$ cat src/rtl/pic_pkg.sv
package pic_pkg;
  localparam int          ID_W      = 10;
  localparam int          PRIO_W    = 8;
  localparam logic [9:0]  ID_NONE   = 10'h3FF;
  localparam logic [8:0]  PRIO_IDLE = 9'h100;
  localparam logic [7:0]  MASK_RST  = 8'hF0;

  typedef enum logic {
    ST_IDLE,
    ST_WALK
  } walk_st_t;
endpackage

$ cat src/rtl/pic_select.sv
// Linear priority scan: a strictly smaller priority replaces the current
// choice, so equal priorities resolve to the lowest index.
module pic_select #(
  parameter int N  = 32,
  parameter int PW = 8,
  parameter int IW = 10
) (
  input  logic [N-1:0]    en,
  input  logic [N-1:0]    pend,
  input  logic [N*PW-1:0] prio,
  output logic            vld,
  output logic [IW-1:0]   id,
  output logic [PW-1:0]   prio_out
);
  always_comb begin
    vld      = 1'b0;
    id       = '1;
    prio_out = '1;
    for (int i = 0; i < N; i++) begin
      if (en[i] && pend[i] && (!vld || (prio[i*PW +: PW] < prio_out))) begin
        vld      = 1'b1;
        id       = IW'(i);
        prio_out = prio[i*PW +: PW];
      end
    end
  end
endmodule

$ cat src/rtl/pic_chain.sv
// Predecessor link store, one entry per source. Asynchronous reads map to
// distributed RAM; an out-of-range address reads as all ones (none).
module pic_chain #(
  parameter int DEPTH = 32,
  parameter int W     = 10
) (
  input  logic         clk,
  input  logic         we,
  input  logic [W-1:0] waddr,
  input  logic [W-1:0] wdata,
  input  logic [W-1:0] ra_addr,
  output logic [W-1:0] ra_data,
  input  logic [W-1:0] rb_addr,
  output logic [W-1:0] rb_data
);
  localparam int AW = (DEPTH > 1) ? $clog2(DEPTH) : 1;

  logic [W-1:0] mem [DEPTH];

  always_ff @(posedge clk) begin
    if (we && (waddr < W'(DEPTH))) mem[waddr[AW-1:0]] <= wdata;
  end

  assign ra_data = (ra_addr < W'(DEPTH)) ? mem[ra_addr[AW-1:0]] : '1;
  assign rb_data = (rb_addr < W'(DEPTH)) ? mem[rb_addr[AW-1:0]] : '1;
endmodule

$ cat src/rtl/pic_cpu_if.sv
module pic_cpu_if #(
  parameter int NUM_SRC = 32
) (
  input  logic                   clk,
  input  logic                   rst,
  input  logic                   glb_en,
  input  logic                   cpu_en,
  input  logic [NUM_SRC-1:0]     src_en,
  input  logic [NUM_SRC-1:0]     src_pend,
  input  logic [NUM_SRC*8-1:0]   src_prio,
  input  logic [NUM_SRC-1:0]     src_edge,
  input  logic [NUM_SRC-1:0]     src_all,
  input  logic [NUM_SRC-1:0]     src_line,
  input  logic [NUM_SRC-1:0]     src_tgt,
  input  logic                   mask_we,
  input  logic [7:0]             mask_wdata,
  input  logic                   ack_req,
  input  logic                   eoi_req,
  input  logic [31:0]            eoi_wdata,
  output logic                   irq,
  output logic [9:0]             hp_id,
  output logic [8:0]             run_prio,
  output logic                   ack_vld,
  output logic [9:0]             ack_id,
  output logic                   clr_stb,
  output logic [9:0]             clr_id,
  output logic                   clr_all,
  output logic                   set_stb,
  output logic [9:0]             set_id,
  output logic                   busy
);
  import pic_pkg::*;

  localparam int PW    = PRIO_W;
  localparam int IW    = ID_W;
  localparam int IDX_W = (NUM_SRC > 1) ? $clog2(NUM_SRC) : 1;
  localparam int CNT_W = $clog2(NUM_SRC + 1);

  walk_st_t         st;
  logic [IW-1:0]    run_id;
  logic [PW-1:0]    mask_q;
  logic [IW-1:0]    walk_cur, walk_tgt;
  logic [CNT_W-1:0] walk_cnt;

  logic             best_vld;
  logic [IW-1:0]    best_id;
  logic [PW-1:0]    best_prio;
  logic             rep_ok, cand;

  logic [PW-1:0]    prio_arr [NUM_SRC];

  genvar g;
  generate
    for (g = 0; g < NUM_SRC; g++) begin : g_prio
      assign prio_arr[g] = src_prio[g*PW +: PW];
    end
  endgenerate

  pic_select #(.N(NUM_SRC), .PW(PW), .IW(IW)) u_sel (
    .en       (src_en),
    .pend     (src_pend),
    .prio     (src_prio),
    .vld      (best_vld),
    .id       (best_id),
    .prio_out (best_prio)
  );

  // Reporting and preemption decisions.
  assign rep_ok = glb_en && cpu_en && best_vld && (best_prio <= mask_q);
  assign cand   = rep_ok && ({1'b0, best_prio} < run_prio);

  // Link store ports.
  logic          ch_we;
  logic [IW-1:0] ch_waddr, ch_wdata, ch_ra, ch_rb, link_a, link_b;

  assign ch_ra = (st == ST_WALK) ? walk_cur : run_id;
  assign ch_rb = walk_tgt;

  pic_chain #(.DEPTH(NUM_SRC), .W(IW)) u_chain (
    .clk     (clk),
    .we      (ch_we),
    .waddr   (ch_waddr),
    .wdata   (ch_wdata),
    .ra_addr (ch_ra),
    .ra_data (link_a),
    .rb_addr (ch_rb),
    .rb_data (link_b)
  );

  // Request decode: completion has precedence over acknowledge.
  logic          acc_eoi, acc_ack, walk_hit;
  logic [IW-1:0] eoi_id;
  logic          eoi_in;
  logic [IDX_W-1:0] eoi_idx, best_idx, pred_idx;
  logic [PW-1:0] pred_prio;
  logic          repend_ok;
  logic          unused_bits;

  assign eoi_id      = eoi_wdata[IW-1:0];
  assign unused_bits = ^{eoi_wdata[31:IW], best_id[IW-1:IDX_W], link_a[IW-1:IDX_W], eoi_id[IW-1:IDX_W]};
  assign eoi_in      = eoi_id < IW'(NUM_SRC);
  assign eoi_idx     = eoi_id[IDX_W-1:0];
  assign best_idx    = best_id[IDX_W-1:0];
  assign pred_idx    = link_a[IDX_W-1:0];
  assign pred_prio   = prio_arr[pred_idx];

  assign acc_eoi  = eoi_req && (st == ST_IDLE);
  assign acc_ack  = ack_req && (st == ST_IDLE) && !eoi_req;
  assign walk_hit = (st == ST_WALK) && (link_a != ID_NONE) && (link_a == walk_tgt);

  assign repend_ok = eoi_in && !src_edge[eoi_idx] && src_en[eoi_idx] &&
                     src_line[eoi_idx] && src_tgt[eoi_idx];

  always_comb begin
    ch_we    = 1'b0;
    ch_waddr = best_id;
    ch_wdata = run_id;
    if (acc_ack && cand) begin
      ch_we = 1'b1;
    end else if (walk_hit) begin
      ch_we    = 1'b1;
      ch_waddr = walk_cur;
      ch_wdata = link_b;
    end
  end

  assign busy = (st == ST_WALK);

  always_ff @(posedge clk) begin
    if (rst) begin
      st       <= ST_IDLE;
      run_id   <= ID_NONE;
      run_prio <= PRIO_IDLE;
      mask_q   <= MASK_RST;
      irq      <= 1'b0;
      hp_id    <= ID_NONE;
      ack_vld  <= 1'b0;
      ack_id   <= ID_NONE;
      clr_stb  <= 1'b0;
      clr_id   <= ID_NONE;
      clr_all  <= 1'b0;
      set_stb  <= 1'b0;
      set_id   <= ID_NONE;
      walk_cur <= ID_NONE;
      walk_tgt <= ID_NONE;
      walk_cnt <= '0;
    end else begin
      irq     <= cand;
      hp_id   <= rep_ok ? best_id : ID_NONE;
      if (mask_we) mask_q <= mask_wdata;
      ack_vld <= ack_req;
      ack_id  <= ID_NONE;
      clr_stb <= 1'b0;
      set_stb <= 1'b0;
      case (st)
        ST_IDLE: begin
          if (acc_eoi) begin
            if (run_id != ID_NONE) begin
              if (repend_ok) begin
                set_stb <= 1'b1;
                set_id  <= eoi_id;
              end
              if (eoi_id == run_id) begin
                run_id   <= link_a;
                run_prio <= (link_a == ID_NONE) ? PRIO_IDLE : {1'b0, pred_prio};
              end else begin
                st       <= ST_WALK;
                walk_cur <= run_id;
                walk_tgt <= eoi_id;
                walk_cnt <= '0;
              end
            end
          end else if (acc_ack && cand) begin
            ack_id   <= best_id;
            clr_stb  <= 1'b1;
            clr_id   <= best_id;
            clr_all  <= src_all[best_idx];
            run_id   <= best_id;
            run_prio <= {1'b0, best_prio};
          end
        end
        ST_WALK: begin
          if ((link_a == ID_NONE) || walk_hit ||
              (walk_cnt == CNT_W'(NUM_SRC - 1))) begin
            st <= ST_IDLE;
          end else begin
            walk_cur <= link_a;
            walk_cnt <= walk_cnt + 1'b1;
          end
        end
        default: st <= ST_IDLE;
      endcase
    end
  end
endmodule

$ cat config.mk
export PLATFORM = sky130hd
export DESIGN_NAME = pic_cpu_if
export DESIGN_NICKNAME = d
export VERILOG_FILES = /design/src/rtl/pic_pkg.sv /design/src/rtl/pic_select.sv /design/src/rtl/pic_chain.sv /design/src/rtl/pic_cpu_if.sv
export SDC_FILE = /design/constraint.sdc
export NUM_CORES = 2
export LEC_CHECK = 0
export BUFFER_PORTS_ARGS = -buffer_cell sky130_fd_sc_hd__buf_4
export CAP_MARGIN = 10
export CELL_PAD_IN_SITES_DETAIL_PLACEMENT = 0
export CELL_PAD_IN_SITES_GLOBAL_PLACEMENT = 1
export CORE_MARGIN = 1.5
export CORE_UTILIZATION = 41
export CTS_BUF_LIST = sky130_fd_sc_hd__clkbuf_16
export CTS_CLUSTER_SIZE = 10
export DETAILED_ROUTE_END_ITERATION = 8
export PLACE_DENSITY_LB_ADDON = 0.1
export SLEW_MARGIN = 20
export SYNTH_ARGS = -nofsm -noshare
export SYNTH_HDL_FRONTEND = slang
export SYNTH_SLANG_ARGS = --single-unit
$ cat constraint.sdc
create_clock -name clk -period 70.6 [get_ports clk]
set_clock_uncertainty 0.1 [all_clocks]
set_input_delay 14.12 -clock clk [delete_from_list [all_inputs] [get_ports clk]]
set_output_delay 14.12 -clock clk [all_outputs]
set_load 0.005 [all_outputs]
==> impl_results.md <==
- Dominant synthesized flop cell: edfxtp_1
- 1st-pass router iterations: 5
- CTS Sinks: 412
- Yosys cell types: between 100 and 150
- Crit-path max FO: 8
- Worst-skew pair later-pin latency: 590 ps
- Post-Syn Area per Cell: a little under 10 µm²
- CTS Buffer Depth: 3
- CP endpoint kind: flip-flop
- GR Util All Layers: 31.3%
- Row count: around 110
- Remaining DRCs: 0
- CP arrival: around 71,000 ps
- Final hold vios: 0
- Avg WL per Cell: 24.2 µm
- Number of synthesized flops with an enable pin: 320
- Die area: approximately 87,000 µm²
- Multi-input logic area: between 20,000 and 25,000 µm²
- CTS tree: done
- Nets@finish: 5,435
- #FFs+latches synth: 412
- Asr flop ratio synth: 0%
- Cells after synthesis: 3,583
- Layout cell share with drive strength beyond 1: roughly 47%
- Initial antenna violation count: 15
- Worst slew margin: approximately an eighth
- PD cells: approximately 43 nW/µm²
- Leading area contributor after synthesis: edfxtp_1
- Final TNS setup: 0 ps
- Max-slew violations: 0
- Number of global-route vias before repair: about 33,000
- Final min period: between 70,000 and 80,000 ps
- Via count: ~35,000
- Input/output buffers: about 530
- Max cap viols: 0
- Sequential Area: ~11,000 µm²
- CP Class: input pin to flip-flop
- Final ANT Viol Nets: 0
- Max stage delay on crit path: 570 ps
- Global-route wire length before repair: slightly above 200 mm
- Worst hold path type: flip-flop to flip-flop
- Initial Util: about two fifths
- Number of DRC markers in iteration 0: around 2,800
- Design Power: 0.00220 W
- Clock Tree Root: clkbuf_16
- Area Overhead vs Synth: 44.9%
- Synthesized cell area: 35,000 µm²
- Slew @ Worst Pin: around 1300 ps
- Post-layout util: 60.2%
- CP max-delay cell: or4b_4
- RePlAce Congestion: between 0.9 and 1
- Setup Viol. Count Final: 0
- Top post-synthesis cells by area: edfxtp_1 27%, mux4_2 12%, ha_1 6.2%
- Detailed Route WL: 143 mm
- Synth top area share: between 20% and 30%
- Critical Path RT: between 70,000 and 80,000 ps
- Total gr overflow: 0
- Htree depth: 2
- Fin crit share: between 90 and 100%
- Top Ports: 550
- Leakage power figure: 20.9 nW
- Die Wd: approximately 290 µm
- Worst setup SP type: input pin
- Mapped Nets: 4,251
- Fillcell total: 7,279
- Vias/cell: roughly 5.8
- Post-DP HPWL: around 110 mm
- RSZ-0062 raised after global routing: true
- Yosys warnings: 0
- CORE AREA: ~84,000 µm²
- Worst vdd ir: 0.0405 mV
- DIE HEIGHT: around 300 µm
- Max Freq: 0.0142 GHz
- Sequential cell area fraction in the yosys report: roughly a third
- Largest net degree at the start of global routing: 107
- Clk pin slew, worst setup/hold paths: ~50 ps
- Most used cell along the critical path: a21oi_2
- Num CTS Buffers: 48
- Status: finished, final reports clean
==> flip-flops by register name (all words and copies together), names as in the netlist, 6 cells and up, named ones only <==
| signal | count |
|---|---|
| u_chain.mem | 320 |
| ch_rb | 10 |
| run_id | 10 |
| set_id | 10 |
| walk_cur | 10 |
| run_prio | 9 |
| mask_q | 8 |
| ack_id | 6 |
| clr_id | 6 |
| hp_id | 6 |
| walk_cnt | 6 |
==> critical path, delay by kind of cell <==
kind | cells | cell delay, ps
fa+ha+maj | 32 | 7880
buf+inv | 47 | 5420
mux | 12 | 3120
compound gates | 160 | 26770
simple gates | 104 | 13060
==> power by group <==
| group | internal, W | leakage [nW] | switching (W) |
|---|---|---|---|
| clock network | 0.000127 | 0.756 | 0.0000980 |
| logic | 0.000836 | 16.7 | 0.000848 |
| registers | 0.000278 | 3.52 | 0.0000164 |
| total | 0.00124 | 20.9 | 0.000963 |
==> stage by stage <==
stage / instances / instance area, µm² / worst slack (ps) / hold slack [ps]
finish: 5936 / 50700 / 292 / 358
CTS: 5832 / 47900 / 6.29 / 356
global placement: 5689 / 45400 / -2150 / 334
floorplan: 3583 / 35800 / 2.25 / 339
detailed placement: 5689 / 45400 / -2220 / 347
global route: 5930 / 50600 / -2370 / 391
==> path summary, 6_finish.rpt <==
kind / from / end / slack (ps) / cells after the start
max reg2reg: busy$_SDFF_PP0_ / u_chain.mem[25][5]$_DFFE_PP_ / 63230 / 21
max: src_pend[0] / u_chain.mem[25][5]$_DFFE_PP_ / 290 / 355
min reg2reg: set_id[5]$_SDFFE_PP1P_ / set_id[5]$_SDFFE_PP1P_ / 360 / 2
min: set_id[5]$_SDFFE_PP1P_ / set_id[5]$_SDFFE_PP1P_ / 360 / 2
==> cells in the final DEF (no fill, tap or decap), types with 47 or more instances in the layout <==
| master | synthesis | routed |
|---|---|---|
| nor2_4 | 1 | 49 |
| a21oi_1 | 245 | 173 |
| edfxtp_1 | 320 | 320 |
| o21ai_0 | 143 | 76 |
| ha_1 | 173 | 121 |
| a211oi_1 | 116 | 99 |
| nor2_1 | 343 | 263 |
| inv_1 | 200 | 175 |
| buf_4 | 33 | 1238 |
| mux2_2 | 96 | 79 |
| buf_6 | 3 | 53 |
| nand2_1 | 358 | 325 |
| dfxtp_1 | 92 | 89 |
| mux2i_1 | 156 | 139 |
| a21o_1 | 65 | 62 |
| mux4_2 | 190 | 190 |
| a21oi_2 | 7 | 68 |
| ha_4 | 0 | 49 |
| clkbuf_16 | 0 | 51 |
| nand4_1 | 47 | 47 |
| nand3_1 | 69 | 59 |
| o211ai_1 | 57 | 57 |
==> metal layers <==
| metal | share of wire, % | global-route usage [%] | vias to the layer above | wire, µm |
|---|---|---|---|---|
| li1 | - | - | 16200 | - |
| met1 | 42 | 42.3 | 17000 | 60200 |
| met2 | 48 | 52.1 | 1279 | 68700 |
| met3 | 6.8 | 4.23 | 201 | 9760 |
| met4 | 3.3 | 9.66 | 8 | 4710 |
| met5 | 0.028 | 0 | - | 40 |
==> final cells by class <==
| class | instances | share of cell area (%) |
|---|---|---|
| diodes | 10 | 0.0494 |
| clock buffers | 48 | 2.37 |
| clock inverters | 27 | 0.425 |
| inverters | 203 | 1.55 |
| multi-input cells | 2772 | 49.1 |
| flip-flops and latches | 412 | 22.6 |
| well taps | 1134 | 2.80 |
| repair buffers | 1329 | 21.0 |
| repair inverters | 1 | 0.0148 |
==> cell usage after synthesis, types with 96 or more instances <==
library cell and count:
nand2_1 358, nor2_1 343, edfxtp_1 320, a21oi_1 245, inv_1 200, mux4_2 190, ha_1 173, mux2i_1 156
o21ai_0 143, clkbuf_1 117, a211oi_1 116, mux2_2 96
==> logic make-up after synthesis <==
family	synth area share, %
adders and majority gates	6.60
xor gates and xnor gates	0.899
buffers and inverters	4.83
and+or+nand+nor	14.9
AOI/OAI and AO/OA	19.9
DFF	32.8
muxes	20.1
==> what timing repair did <==
item | 4_1_cts | 5_1_grt
gates resized for setup | 149 | 439
hold buffers | 0 | 0
buffers inserted | 60 | 93
endpoints found under the hold margin | 0 | 0
gates cloned | 8 | 4
endpoints found under the setup margin | 360 | 360
pin swaps | 76 | 256
No activity file was read; power rests on OpenSTA's default activity.
